==> src/rtl/mcnt_pkg.sv <==
package mcnt_pkg;

    localparam int NCH      = 4;
    localparam int OFF_LANE = 'h100;
    localparam int OFF_GATE = 'h200;
    localparam int OFF_PINS = 'h300;

    // Width of each counter lane, by index.
    function automatic int lane_width(input int idx);
        case (idx)
            0:       return 32;
            1:       return 16;
            2:       return 8;
            default: return 4;
        endcase
    endfunction

    typedef enum logic {
        RSP_IDLE = 1'b0,
        RSP_ACK  = 1'b1
    } rsp_state_e;

endpackage

==> src/rtl/ctr_lane.sv <==
module ctr_lane #(
    parameter int W = 8
) (
    input  logic         clk,
    input  logic         rst,
    input  logic         en,
    output logic [W-1:0] count
);

    always_ff @(posedge clk) begin
        if (rst) begin
            count <= '0;
        end else if (en) begin
            count <= count + 1'b1;
        end
    end

endmodule

==> src/rtl/wb_resp_fsm.sv <==
module wb_resp_fsm
    import mcnt_pkg::*;
(
    input  logic clk,
    input  logic rst,
    input  logic cyc,
    input  logic stb,
    input  logic we,
    output logic rd_req,
    output logic wr_req,
    output logic ack
);

    rsp_state_e state_q, state_d;
    logic       xfer;

    assign xfer = cyc & stb;

    always_ff @(posedge clk) begin
        if (rst) begin
            state_q <= RSP_IDLE;
        end else begin
            state_q <= state_d;
        end
    end

    always_comb begin
        state_d = state_q;
        unique case (state_q)
            RSP_IDLE: state_d = xfer ? RSP_ACK : RSP_IDLE;
            RSP_ACK:  state_d = xfer ? RSP_ACK : RSP_IDLE;
            default:  state_d = RSP_IDLE;
        endcase
    end

    always_comb begin
        ack    = (state_q == RSP_ACK);
        rd_req = xfer & ~we;
        wr_req = xfer & we;
    end

endmodule

==> src/rtl/mcnt_regmap.sv <==
module mcnt_regmap
    import mcnt_pkg::*;
#(
    parameter int              ADDR_W = 32,
    parameter int              DATA_W = 32,
    parameter int              LANES  = 4,
    parameter logic [ADDR_W-1:0] BASE = 32'h11A0_0000
) (
    input  logic                          clk,
    input  logic                          rst,
    input  logic                          rd_req,
    input  logic                          wr_req,
    input  logic [ADDR_W-1:0]             adr,
    input  logic [LANES-1:0]              wdat,
    input  logic [LANES-1:0][DATA_W-1:0]  lane_words,
    input  logic [LANES-1:0]              pins,
    output logic [LANES-1:0]              gate,
    output logic [DATA_W-1:0]             rdata
);

    localparam logic [ADDR_W-1:0] A_GATE = BASE + ADDR_W'(OFF_GATE);
    localparam logic [ADDR_W-1:0] A_PINS = BASE + ADDR_W'(OFF_PINS);
    localparam int                STRIDE = DATA_W / 8;

    logic [DATA_W-1:0] sel_word;

    always_comb begin
        sel_word = '0;
        if (adr == A_GATE) begin
            sel_word = DATA_W'(gate);
        end else if (adr == A_PINS) begin
            sel_word = DATA_W'(pins);
        end else begin
            for (int i = 0; i < LANES; i++) begin
                if (adr == BASE + ADDR_W'(OFF_LANE + STRIDE * i)) begin
                    sel_word = lane_words[i];
                end
            end
        end
    end

    always_ff @(posedge clk) begin
        if (rst) begin
            gate <= '0;
        end else if (wr_req && adr == A_GATE) begin
            gate <= wdat;
        end
    end

    always_ff @(posedge clk) begin
        if (rst) begin
            rdata <= '0;
        end else if (rd_req) begin
            rdata <= sel_word;
        end
    end

endmodule

==> src/rtl/wb_multi_counter.sv <==
module wb_multi_counter
    import mcnt_pkg::*;
#(
    parameter int              ADDR_W = 32,
    parameter int              DATA_W = 32,
    parameter logic [ADDR_W-1:0] BASE = 32'h11A0_0000
) (
    input  logic              clk,
    input  logic              rst,
    input  logic              wb_cyc_i,
    input  logic              wb_stb_i,
    input  logic              wb_we_i,
    input  logic [ADDR_W-1:0] wb_adr_i,
    input  logic [DATA_W-1:0] wb_dat_i,
    input  logic [DATA_W/8-1:0] wb_sel_i,
    input  logic [NCH-1:0]    hw_en_i,
    output logic [DATA_W-1:0] wb_dat_o,
    output logic              wb_ack_o
);

    logic                          rd_req, wr_req;
    logic [NCH-1:0]                gate;
    logic [NCH-1:0]                lane_go;
    logic [NCH-1:0][DATA_W-1:0]    lane_words;
    logic                          unused_bits;

    assign unused_bits = ^{wb_sel_i, wb_dat_i[DATA_W-1:NCH]};
    assign lane_go     = hw_en_i & gate;

    wb_resp_fsm u_fsm (
        .clk    (clk),
        .rst    (rst),
        .cyc    (wb_cyc_i),
        .stb    (wb_stb_i),
        .we     (wb_we_i),
        .rd_req (rd_req),
        .wr_req (wr_req),
        .ack    (wb_ack_o)
    );

    for (genvar g = 0; g < NCH; g++) begin : g_lane
        localparam int LW = lane_width(g);
        logic [LW-1:0] cnt;

        ctr_lane #(.W(LW)) u_lane (
            .clk   (clk),
            .rst   (rst),
            .en    (lane_go[g]),
            .count (cnt)
        );

        assign lane_words[g] = DATA_W'(cnt);
    end

    mcnt_regmap #(
        .ADDR_W (ADDR_W),
        .DATA_W (DATA_W),
        .LANES  (NCH),
        .BASE   (BASE)
    ) u_map (
        .clk        (clk),
        .rst        (rst),
        .rd_req     (rd_req),
        .wr_req     (wr_req),
        .adr        (wb_adr_i),
        .wdat       (wb_dat_i[NCH-1:0]),
        .lane_words (lane_words),
        .pins       (hw_en_i),
        .gate       (gate),
        .rdata      (wb_dat_o)
    );

endmodule

==> config.mk <==
export PLATFORM = sky130hd
export DESIGN_NAME = wb_multi_counter
export DESIGN_NICKNAME = d
export VERILOG_FILES = /design/src/rtl/mcnt_pkg.sv /design/src/rtl/ctr_lane.sv /design/src/rtl/wb_resp_fsm.sv /design/src/rtl/mcnt_regmap.sv /design/src/rtl/wb_multi_counter.sv
export SDC_FILE = /design/constraint.sdc
export NUM_CORES = 1
export LEC_CHECK = 0
export CORE_ASPECT_RATIO = 1.5
export CORE_MARGIN = 5
export CORE_UTILIZATION = 45
export DETAILED_ROUTE_END_ITERATION = 7
export GPL_TIMING_DRIVEN = 0
export PLACE_DENSITY = 0.8
export SETUP_SLACK_MARGIN = 0.15
export SLEW_MARGIN = 20
export SYNTH_ARGS = -nofsm -noshare
export SYNTH_HDL_FRONTEND = slang
export SYNTH_SLANG_ARGS = --single-unit
==> constraint.sdc <==
create_clock -name clk -period 1.6 [get_ports clk]
set_input_delay 0.32 -clock clk [delete_from_list [all_inputs] [get_ports clk]]
set_output_delay 0.32 -clock clk [all_outputs]
set_load 0.03 [all_outputs]
==> run_results.csv <==
group,metric,value,unit
logic_synthesis,synth.avg_cell_area,9.13,µm²
route,dr.pass1.iters,5,
logic_synthesis,syn-instance-count,517,
timing,worst_pin_slew,0.808,ns
logic_synthesis,synth.distinct_cells,49,
logic_synthesis,synth_largest_area_cell,"dfxtp_1",
timing,period_needed,1.84,ns
timing,setup_viol,13,
route,drc,0,
floorplanning,core_area,10200,µm²
logic_synthesis,synth_area_leaders,"dfxtp_1 (41%), xnor2_1 (5.7%), nor2_1 (5.7%), nand2_1 (4.1%), xor2_1 (3.3%)",
power_and_ir_drop,ir_worst_vdd,0.610,mV
timing,fin_hold_ws,0.307,ns
floorplanning,die_h,135,µm
grt,grt-ovfl-total,0,
logic_synthesis,yosysMostFrequentCell,"dfxtp_1",
clocking,cts_tree,"built",
logic_synthesis,synth_seq_cells,97,
grt,grt_pass1_vias,4920,
critical_path,path_cells,"buf_6, nor4b_4, nand4_4, buf_6, buf_6, nor4_4, buf_4, a32oi_1, o21ai_1",
placed_design,dp_hpwl,9470,µm
job,max-cap-violations,0,
logic_synthesis,syn_area,4720,µm²
timing,finalCritPeriodShare,1.15,
critical_path,endpoint_kind,"flip-flop",
final_layout,fin_cells,823,
floorplanning,die_area,12700,µm²
floorplanning,rows,45,
logic_synthesis,synth_enable_flop_cells,0,
timing,drv_slew,0,
placed_design,dp_slack,-0.978,ns
grt,grt_max_degree,17,
clocking,cts_buffers,9,
route,num_vias,4844,
power_and_ir_drop,powerDensity,654,nW/µm²
final_layout,post-route-util,0.722,
logic_synthesis,synth_top_area_frac,0.411,
final_layout,drive_gt1_frac,0.428,
power_and_ir_drop,leakagePower,3.09,nW
logic_synthesis,yosys_warnings,0,
route,via_per_inst,5.89,
critical_path,crit_arrival,2.12,ns
placed_design,post_dp_cell_area,5950,µm²
logic_synthesis,ys.flop_type,"dfxtp_1",
route,drt_iter0_markers,386,
critical_path,startpoint_type,"input port",
timing,skew,0.00809,ns
critical_path,cpMostUsedCell,"buf_6",
timing,fmax,0.544,GHz
route,ant_nets,0,
logic_synthesis,ys_async_sr_fraction,0,
run_status,status,"finished, violations left",
logic_synthesis,synth_common_cells,"dfxtp_1 (97), nor2_1 (72), nand2_1 (52), xnor2_1 (31), nand3_1 (24)",
floorplanning,die_w,93.6,µm
worst_hold_path,hold_path.class,"in2reg",
critical_path,cp_slowest_cell,"nor4b_4",
floorplanning,ios,110,
grt,track_usage,0.242,
final_layout,n_antenna_cell,0,
run_status,violations,"negative setup slack",
clocking,cts-root-buf,"clkbuf_16",
route,wl_per_cell,20.9,µm
clocking,clock_sinks,97,
critical_path,worst-setup-path-type,"in2reg",
final_layout,postLayoutCellArea,7360,µm²
timing,finalHoldViolCount,0,
timing,maxSlewHeadroom,0.461,
critical_path,critPathMaxStageDelay,0.37,ns
clocking,htree_num_levels,3,
placed_design,place.gp.congestion,0.847,
critical_path,path_max_fanout,4,
floorplanning,initial_utilization,0.463,
clocking,clkLatencyLatePin,0.36,ns
grt,grt_pass1_wl,24100,µm
logic_synthesis,synth_fp_nets,598,
final_layout,nets,758,
route,wirelength,17200,µm
grt,antenna_found_initial,0,
clocking,clkTransAtPathRegs,0.07,ns
clocking,clockBufferDepth,2,
critical_path,worstPathRequired,1.88,ns
timing,worst_slack,-0.239,ns
placed_design,portBuffers,75,
logic_synthesis,synth_seq_area_share,0.411,
final_layout,area_growth,55.9,%
timing,rsz0062_at_grt,"yes",
placed_design,dp_cells,733,
==> flip-flops by register name, summed over array words and instances (netlist names) <==
register	flops
u_map.gate	4
u_map.rdata	32
u_fsm.ack	1
g_lane.u_lane.count	60
==> metrics by stage <==
| stage | setup TNS [ns] | power, W |
|---|---|---|
| after detailed placement | -47.43 | 0.00276 |
| after global routing | -3.26 | 0.00493 |
| after floorplan | -0.835 | 0.00259 |
| after CTS | -0.134 | 0.00478 |
| after global placement | -43.33 | 0.00275 |
| final | -1.38 | 0.00482 |
==> per-layer routing <==
| metal | vias up | global-route usage | wire (µm) |
|---|---|---|---|
| li1 | 2162 | - | - |
| met1 | 2340 | 0.237 | 5780 |
| met2 | 240 | 0.453 | 9120 |
| met3 | 102 | 0.0378 | 938 |
| met4 | 0 | 0.173 | 1380 |
| met5 | - | 0 | 0 |
==> path summary, 6_finish.rpt <==
| check | start | endpoint | slack (ns) | cells past startpoint |
|---|---|---|---|---|
| max | wb_adr_i[16] | u_map.rdata[5] | -0.24 | 9 |
| min | rst | g_lane[0].u_lane.count[29] | 0.31 | 3 |
| max reg2reg | g_lane[0].u_lane.count[3] | g_lane[0].u_lane.count[26] | -0.15 | 8 |
| min reg2reg | u_map.rdata[7] | u_map.rdata[7] | 0.48 | 2 |
==> cell type report <==
| class | count | area (µm²) |
|---|---|---|
| well taps | 141 | 176 |
| repair buffers | 149 | 1390 |
| fillers | 615 | 2830 |
| multi-input cells | 381 | 3240 |
| plain buffers | 23 | 196 |
| inverters | 16 | 60.1 |
| flip-flops and latches | 97 | 2030 |
| clock inverters | 5 | 38.8 |
| clock buffers | 11 | 243 |
==> cell families after synthesis <==
family / after synthesis / share of synthesized area
adder cells (fa/ha/maj): 4 / 0.0106
XOR/XNOR: 49 / 0.0909
buffers and inverters: 39 / 0.0392
AND/OR/NAND/NOR: 244 / 0.300
multiplexers: 21 / 0.0477
AO/OA/AOI/OAI: 63 / 0.101
flip-flops: 97 / 0.411
==> report_power, final <==
part	leakage [nW]	internal (W)	switching [W]
Sequential	0.802	0.00238	0.000000230
Combinational	2.15	0.000156	0.000187
Clock	0.137	0.00111	0.000984
Total	3.09	0.00365	0.00117
==> worst max-delay path: cells and delay by family <==
family | cells | cell delay, ns
simple gates | 3 | 0.86
compound gates | 2 | 0.28
buf+inv | 4 | 0.66
==> placed cells by master (no fill, tap or decap), drive strengths merged, types with 9 or more instances in the layout <==
master | netlist | final
buf | 6 | 103
dfxtp | 97 | 97
nor2 | 82 | 82
nand2 | 52 | 52
clkbuf | 17 | 32
xnor2 | 31 | 31
dlygate4sd2 | 0 | 26
nand3 | 24 | 24
nor4 | 20 | 20
xor2 | 18 | 18
inv | 16 | 18
clkdlybuf4s15 | 0 | 17
a22oi | 16 | 16
nand4 | 16 | 16
and4 | 15 | 15
a21oi | 13 | 13
mux2 | 12 | 12
o21ai | 11 | 11
mux2i | 9 | 9
==> what timing repair did <==
item                       CTS  global route
hold buffers                 0             0
cloned                       3             0
pin swaps                   80            61
buffers inserted            52            19
setup endpoints to repair  110            83
gates resized for setup    264            76
(Power assumes the default switching activity.)
